--- config.mk ---
export PLATFORM = sky130hd
export DESIGN_NAME = pattern_match_timer
export DESIGN_NICKNAME = d
export VERILOG_FILES = /design/src/rtl/pattern_match_timer.sv
export SDC_FILE = /design/constraint.sdc
export NUM_CORES = 1
export LEC_CHECK = 0
export ABC_CLOCK_PERIOD_IN_PS = 4100
export CORE_UTILIZATION = 55
export DETAILED_ROUTE_END_ITERATION = 7
export PLACE_DENSITY = 0.83
export SLEW_MARGIN = 10
export SYNTH_ARGS = -nofsm -noshare
export SYNTH_HDL_FRONTEND = slang
export SYNTH_SLANG_ARGS = --single-unit
--- constraint.sdc ---
create_clock -name clk -period 4.1 [get_ports clk]
set_clock_uncertainty 0.2 [all_clocks]
set_input_delay 0.82 -clock clk [delete_from_list [all_inputs] [get_ports clk]]
set_output_delay 0.82 -clock clk [all_outputs]
set_load 0.02 [all_outputs]
--- src/rtl/pattern_match_timer.sv ---
module pattern_match_timer #(
  parameter int CNT_W = 48,
  parameter int LO_W  = 32
) (
  input  logic            clk,
  input  logic            rst_n,
  input  logic            dbg_halt,
  input  logic            bus_wr,
  input  logic            bus_rd,
  input  logic [2:0]      bus_addr,
  input  logic [LO_W-1:0] bus_wdata,
  output logic [LO_W-1:0] bus_rdata,
  output logic            irq
);
  localparam int HI_W = CNT_W - LO_W;
  localparam logic [2:0] A_CTRL = 3'd0, A_FLAG = 3'd1, A_CMPL = 3'd2, A_CMPH = 3'd3,
                         A_MSKL = 3'd4, A_MSKH = 3'd5, A_CNTL = 3'd6, A_CNTH = 3'd7;

  logic [CNT_W-1:0] cnt, cmp, msk;
  logic [LO_W-1:0]  snap;
  logic             en, run_halt, flag;

  wire counting = en && (run_halt || !dbg_halt);
  wire match    = counting && (((cnt ^ cmp) & ~msk) == '0);
  wire clr_wr   = bus_wr && bus_addr == A_FLAG && bus_wdata[0];

  assign irq = flag && en;

  always_ff @(posedge clk or negedge rst_n) begin
    if (!rst_n) begin
      en <= 1'b0;
      run_halt <= 1'b0;
      cmp <= '1;
      msk <= '0;
    end else if (bus_wr) begin
      case (bus_addr)
        A_CTRL: begin en <= bus_wdata[0]; run_halt <= bus_wdata[1]; end
        A_CMPL: cmp[LO_W-1:0] <= bus_wdata;
        A_CMPH: cmp[CNT_W-1:LO_W] <= bus_wdata[HI_W-1:0];
        A_MSKL: msk[LO_W-1:0] <= bus_wdata;
        A_MSKH: msk[CNT_W-1:LO_W] <= bus_wdata[HI_W-1:0];
        default: ;
      endcase
    end
  end

  always_ff @(posedge clk or negedge rst_n) begin
    if (!rst_n)        cnt <= '0;
    else if (match)    cnt <= '0;
    else if (counting) cnt <= cnt + 1'b1;
  end

  always_ff @(posedge clk or negedge rst_n) begin
    if (!rst_n)       flag <= 1'b0;
    else if (match)   flag <= 1'b1;
    else if (clr_wr)  flag <= 1'b0;
  end

  always_ff @(posedge clk or negedge rst_n) begin
    if (!rst_n)                          snap <= '0;
    else if (bus_rd && bus_addr == A_CNTH) snap <= cnt[LO_W-1:0];
  end

  always_comb begin
    bus_rdata = '0;
    case (bus_addr)
      A_CTRL: bus_rdata = {{(LO_W-2){1'b0}}, run_halt, en};
      A_FLAG: bus_rdata = {{(LO_W-1){1'b0}}, flag};
      A_CMPL: bus_rdata = cmp[LO_W-1:0];
      A_CMPH: bus_rdata = {{(LO_W-HI_W){1'b0}}, cmp[CNT_W-1:LO_W]};
      A_MSKL: bus_rdata = msk[LO_W-1:0];
      A_MSKH: bus_rdata = {{(LO_W-HI_W){1'b0}}, msk[CNT_W-1:LO_W]};
      A_CNTL: bus_rdata = snap;
      A_CNTH: bus_rdata = {{(LO_W-HI_W){1'b0}}, cnt[CNT_W-1:LO_W]};
      default: ;
    endcase
  end

  p_step_r3: assert property (@(posedge clk) disable iff (!rst_n)
    counting && !match |=> cnt == $past(cnt) + 1'b1);
  p_hold_off_r3: assert property (@(posedge clk) disable iff (!rst_n)
    !en |=> $stable(cnt));
  p_halt_freeze_r8: assert property (@(posedge clk) disable iff (!rst_n)
    en && dbg_halt && !run_halt |=> $stable(cnt));
  p_restart_r5: assert property (@(posedge clk) disable iff (!rst_n)
    match |=> cnt == '0);
  p_flag_set_r6: assert property (@(posedge clk) disable iff (!rst_n)
    match |=> flag);
  p_flag_sticky_r6: assert property (@(posedge clk) disable iff (!rst_n)
    flag && !clr_wr |=> flag);
  p_irq_gate_r7: assert property (@(posedge clk) disable iff (!rst_n)
    !en |-> !irq);
endmodule

=== Word level (Yosys, flattened, before mapping) ===
Index checks and enable logic that the tools add are counted.

* Register bits after elaboration: 179
* Bits in latches: 0
* Bits in writable memories: 0
* ROM bits: 0
* Bits of input ports: 40
* Output and inout port bits: 33
* Logic and storage cells: 42
* Memories: 0

* $add $sub $neg: 1
* Multipliers: 0
* Div/mod/pow operators: 0
* Order comparisons: 0
* Equal/unequal tests: 7
* Shift-type cells: 0
* Muxes and demuxes: 5
* Bitwise gates (word level): 3
* Reductions and logical operators: 17

{| class="wikitable"
|+ Operators with widths
! operator !! count
|-
| 32-bit one-hot mux with 8 select lines || 1
|-
| 48-bit two-way mux || 2
|-
| 48-bit by 1-bit adder with 48-bit output (second input constant) || 1
|-
| 48-bit AND || 1
|-
| 48-bit logical NOT || 1
|-
| 48-bit NOT || 1
|-
| 48-bit XOR || 1
|-
| 3-bit == test (second input constant) || 4
|-
| 2-bit AND reduction || 5
|-
| 3-bit by 2-bit == test with 1-bit output (second input constant) || 2
|-
| 1-bit logical AND || 6
|-
| 2-bit nonzero test || 2
|-
| 3-bit by 1-bit == test with 1-bit output (second input constant) || 1
|-
| 3-bit logical NOT || 1
|-
| 1-bit two-way mux || 2
|-
| 1-bit logical NOT || 1
|-
| 1-bit logical OR || 1
|}

=== Depth between registers and ports, before layout ===
* Word-level depth: 5
* Depth in mapped cells: 10
* Mapped depth without buffers: 6

=== Least setup slack after synthesis ===
Ideal clock, no wire load.

* Path type: in2out
* Start point: input port bus_addr[0]
* End point: output port bus_rdata[12]
* Arrival: 2541 ps
* Data required time: 3080 ps
* Path slack: 539 ps
* Stages on the path: 6
* Buffers on the path: 5
* Path through: clkbuf_1 -> clkbuf_1 -> buf_1 -> clkbuf_1 -> buf_1 -> a21oi_1

* Longest elaborated chain between the ends: 2
* Elaborated cells between the ends (all ways): 9
* Classes of those cells: eq/ne: 7; mux: 1; reduce/logical: 1

{| class="wikitable"
|+ RTL lines
! element !! line !! RTL
|-
| start, declared || 10 || <nowiki>input logic [2:0] bus_addr,</nowiki>
|-
| 3-bit == test (tied with other cells) || 66 || <nowiki>case (bus_addr)</nowiki>
|-
| 32-bit one-hot mux with 8 select lines * || 66 ||
|-
| end, declared || 12 || <nowiki>output logic [LO_W-1:0] bus_rdata,</nowiki>
|}

Mark *: on every way between the ends. The rest lies on a longest branch, timed or not.

=== Final worst setup path ===
* Start point: input port bus_addr[0]
* End point: output port bus_rdata[10]

Same word-level chain as after synthesis.

==> results.py <==
metrics = {
    "status": {
        "status": "finished clean",
    },
    "timing": {
        "relSlewSlack": 0.333,
        "fin_crit_ns": 3.86,
        "tightestPinTransition_ns": 0.998,
        "rsz0062_at_grt": "false",
        "final_max_slew_viol_count": 0,
        "setup_violations": 0,
        "period_share": 0.941,
        "hold_viol": 0,
        "max_freq_mhz": 259,
        "setup_tns_ns": 0,
    },
    "route": {
        "dr.pass1.iters": 6,
        "wl_met2_um": 11300,
        "wl_per_cell_um": 21.3,
        "antenna_left": 0,
        "met3_length_um": 1620,
        "viasPerCell": 6.06,
        "highest_layer": "met4",
        "drt_iter0_drc": 507,
        "wl_um": 23400,
        "wl_met1_um": 9920,
        "drc": 0,
        "num_vias": 6665,
    },
    "synthesis": {
        "ys_warn_count": 0,
        "yosys-top-cells-area": "dfrtp_1 (35%), mux2_2 (19%), dfstp_2 (14%)",
        "synth.avg_cell_area_um2": 11.6,
        "synth_commonest_cells": "mux2_2 (155), dfrtp_1 (131), xnor2_1 (82)",
        "yosysTopAreaCell": "dfrtp_1",
        "yosys.cell_types.count": 44,
        "synth_area_mm2": 0.00925,
        "synth_edf_count": 0,
        "synth_top_area_frac": 0.354,
        "yosysMostFrequentCell": "mux2_2",
        "synthFlopType": "dfrtp_1",
        "synth_cells": 799,
        "syn_nets": 840,
        "ys_async_sr_fraction": 1.00,
        "yosysSeqAreaShare": 0.491,
        "synth_seq_cells": 179,
    },
    "floorplan": {
        "num_rows": 47,
        "die_w_um": 132,
        "fp.dieH_um": 132,
        "dieArea_mm2": 0.0173,
        "num_io_pins": 73,
        "coreArea_mm2": 0.0165,
        "start_util": 0.560,
    },
    "clock_network": {
        "ctsResizeCount": 0,
        "clk_latency_ns": 0.45,
        "numCtsBuffers": 17,
        "post_cts.repair.setup_buffers": 0,
        "cts_buffer_depth": 2,
        "cts_hold_buf": 0,
        "clk_pin_slew_ns": 0.07,
        "htreeDepth": 4,
        "cts.sinks": 179,
        "root_buffer": "clkbuf_16",
        "cts_tree": "yes",
    },
    "power": {
        "leakage_nw": 4.44,
        "power-per-cell-area_mw_per_mm2": 451,
        "peakVddDrop_uv": 340,
    },
    "cells_and_area": {
        "stdcell_area_mm2": 0.0108,
        "layout-drive-gt1-share": 0.316,
        "syn2layout_area_growth_pct": 16.6,
        "final_core_util": 0.653,
        "insertedDiodeCount": 0,
        "fin_nets": 907,
    },
    "critical_path": {
        "critPathCaptureType": "output pin",
        "required_ns": 3.08,
        "cp-start-kind": "primary input",
        "cp_slowest_cell": "clkdlybuf4s50_1",
        "worst-path-buf-inv": 3,
        "crit_type": "primary input to output pin",
        "crit_fanout": 21,
        "critical_path_arrival_ns": 2.84,
        "crit_family": "buffers and inverters",
        "crit_chain": "buf_2 -> buf_4 -> mux2_2 -> a22oi_1 -> o221ai_1 -> clkdlybuf4s50_1",
        "slowest_delay_ns": 0.58,
    },
    "placement": {
        "place_area_mm2": 0.0103,
        "port_buffers": 72,
        "place_congestion": 0.907,
        "place_hpwl_um": 16000,
    },
    "global_routing": {
        "grt_pass1_wl_um": 36900,
        "globalRouteOverflowTotal": 0,
        "first_global_vias": 6740,
        "grt_max_degree": 89,
        "grtUsageTotal": 0.283,
        "antenna_found_initial": 0,
    },
    "run": {
        "maxCapViolCount": 0,
    },
    "min_path": {
        "worstHoldPathType": "primary input to asynchronous set/reset pin",
    },
}
==> kinds of logic after synthesis <==
family,synth area share
DFF,0.491
and+or+nand+nor,0.116
muxes,0.208
AOI/OAI and AO/OA,0.0648
adders and majority gates,0.00135
buffers and inverters,0.0303
xor gates and xnor gates,0.0890
==> sequential cells by signal (all words and copies together), names as in the netlist <==
signal	count
cmp	48
cnt	48
en	1
flag	1
msk	48
run_halt	1
snap	32
==> layout by cell type, fill, tap and decap left out, types with 3 or more instances in the layout <==
cell type,instances
mux2_2,155
dfrtp_1,131
xnor2_1,82
nor2_1,77
clkdlybuf4s50_1,68
dfstp_2,48
nand2_1,34
a22oi_1,25
o22ai_1,23
buf_4,22
nand3_1,18
clkbuf_16,17
inv_1,15
o21ai_0,15
nor4_1,13
nor3_1,12
xor2_1,12
mux2i_1,11
nand4_1,8
a21oi_1,8
and4_1,6
and3_1,6
a221oi_1,6
nor4_4,5
clkinvlp_4,5
nand2b_1,4
and2_1,4
nor2_2,4
o221ai_1,4
a221o_1,4
clkbuf_1,4
or3_1,3
mux4_2,3
buf_2,3
buf_12,3
==> routing by layer <==
| metal | vias up | GRT usage |
|---|---|---|
| met1 | 3365 | 0.371 |
| met2 | 271 | 0.450 |
| li1 | 2982 | - |
| met4 | 0 | 0.123 |
| met3 | 47 | 0.0652 |
| met5 | - | 0 |
==> where the power goes <==
part           total, mW  switching (mW)  internal (mW)  leakage, nW
Combinational      0.988           0.451          0.538         1.99
Sequential          2.39           0.277           2.11         2.21
Clock               1.49           0.696          0.794        0.243
Total               4.87            1.42           3.44         4.44
==> through the flow <==
stage | hold WS [ns] | power [mW] | setup slack [ns] | instances
floorplan | 0.244 | 2.97 | 0.539 | 799
global placement | 0.259 | 3.34 | 0.351 | 1067
detailed placement | 0.269 | 3.38 | 0.297 | 1067
CTS | 0.269 | 4.88 | 0.300 | 1099
global route | 0.282 | 5.06 | 0.210 | 1099
finish | 0.241 | 4.87 | 0.241 | 1099
==> cell type report <==
| type | instances | area, µm² |
|---|---|---|
| fillers | 1257 | 5740 |
| flip-flops and latches | 179 | 4540 |
| multi-input cells | 556 | 4450 |
| repair buffers | 97 | 932 |
| clock buffers | 22 | 454 |
| well taps | 220 | 275 |
| clock inverters | 10 | 77.6 |
| inverters | 15 | 56.3 |
==> path summary, 6_finish.rpt <==
path	startpoint	slack, ns	end	cells after the start
max	bus_addr[0]	0.24	bus_rdata[10]	6
min	rst_n	0.24	cnt[23]$_DFFE_PN0P_	1
max reg2reg	cnt[2]$_DFFE_PN0P_	1.13	cnt[0]$_DFFE_PN0P_	7
min reg2reg	snap[17]$_DFFE_PN0P_	0.29	snap[17]$_DFFE_PN0P_	2
max in group asynchronous	rst_n	2.56	cmp[36]$_DFFE_PN1P_	2
min in group clk	snap[17]$_DFFE_PN0P_	0.29	snap[17]$_DFFE_PN0P_	2
Power figures use the tool's default switching activity.
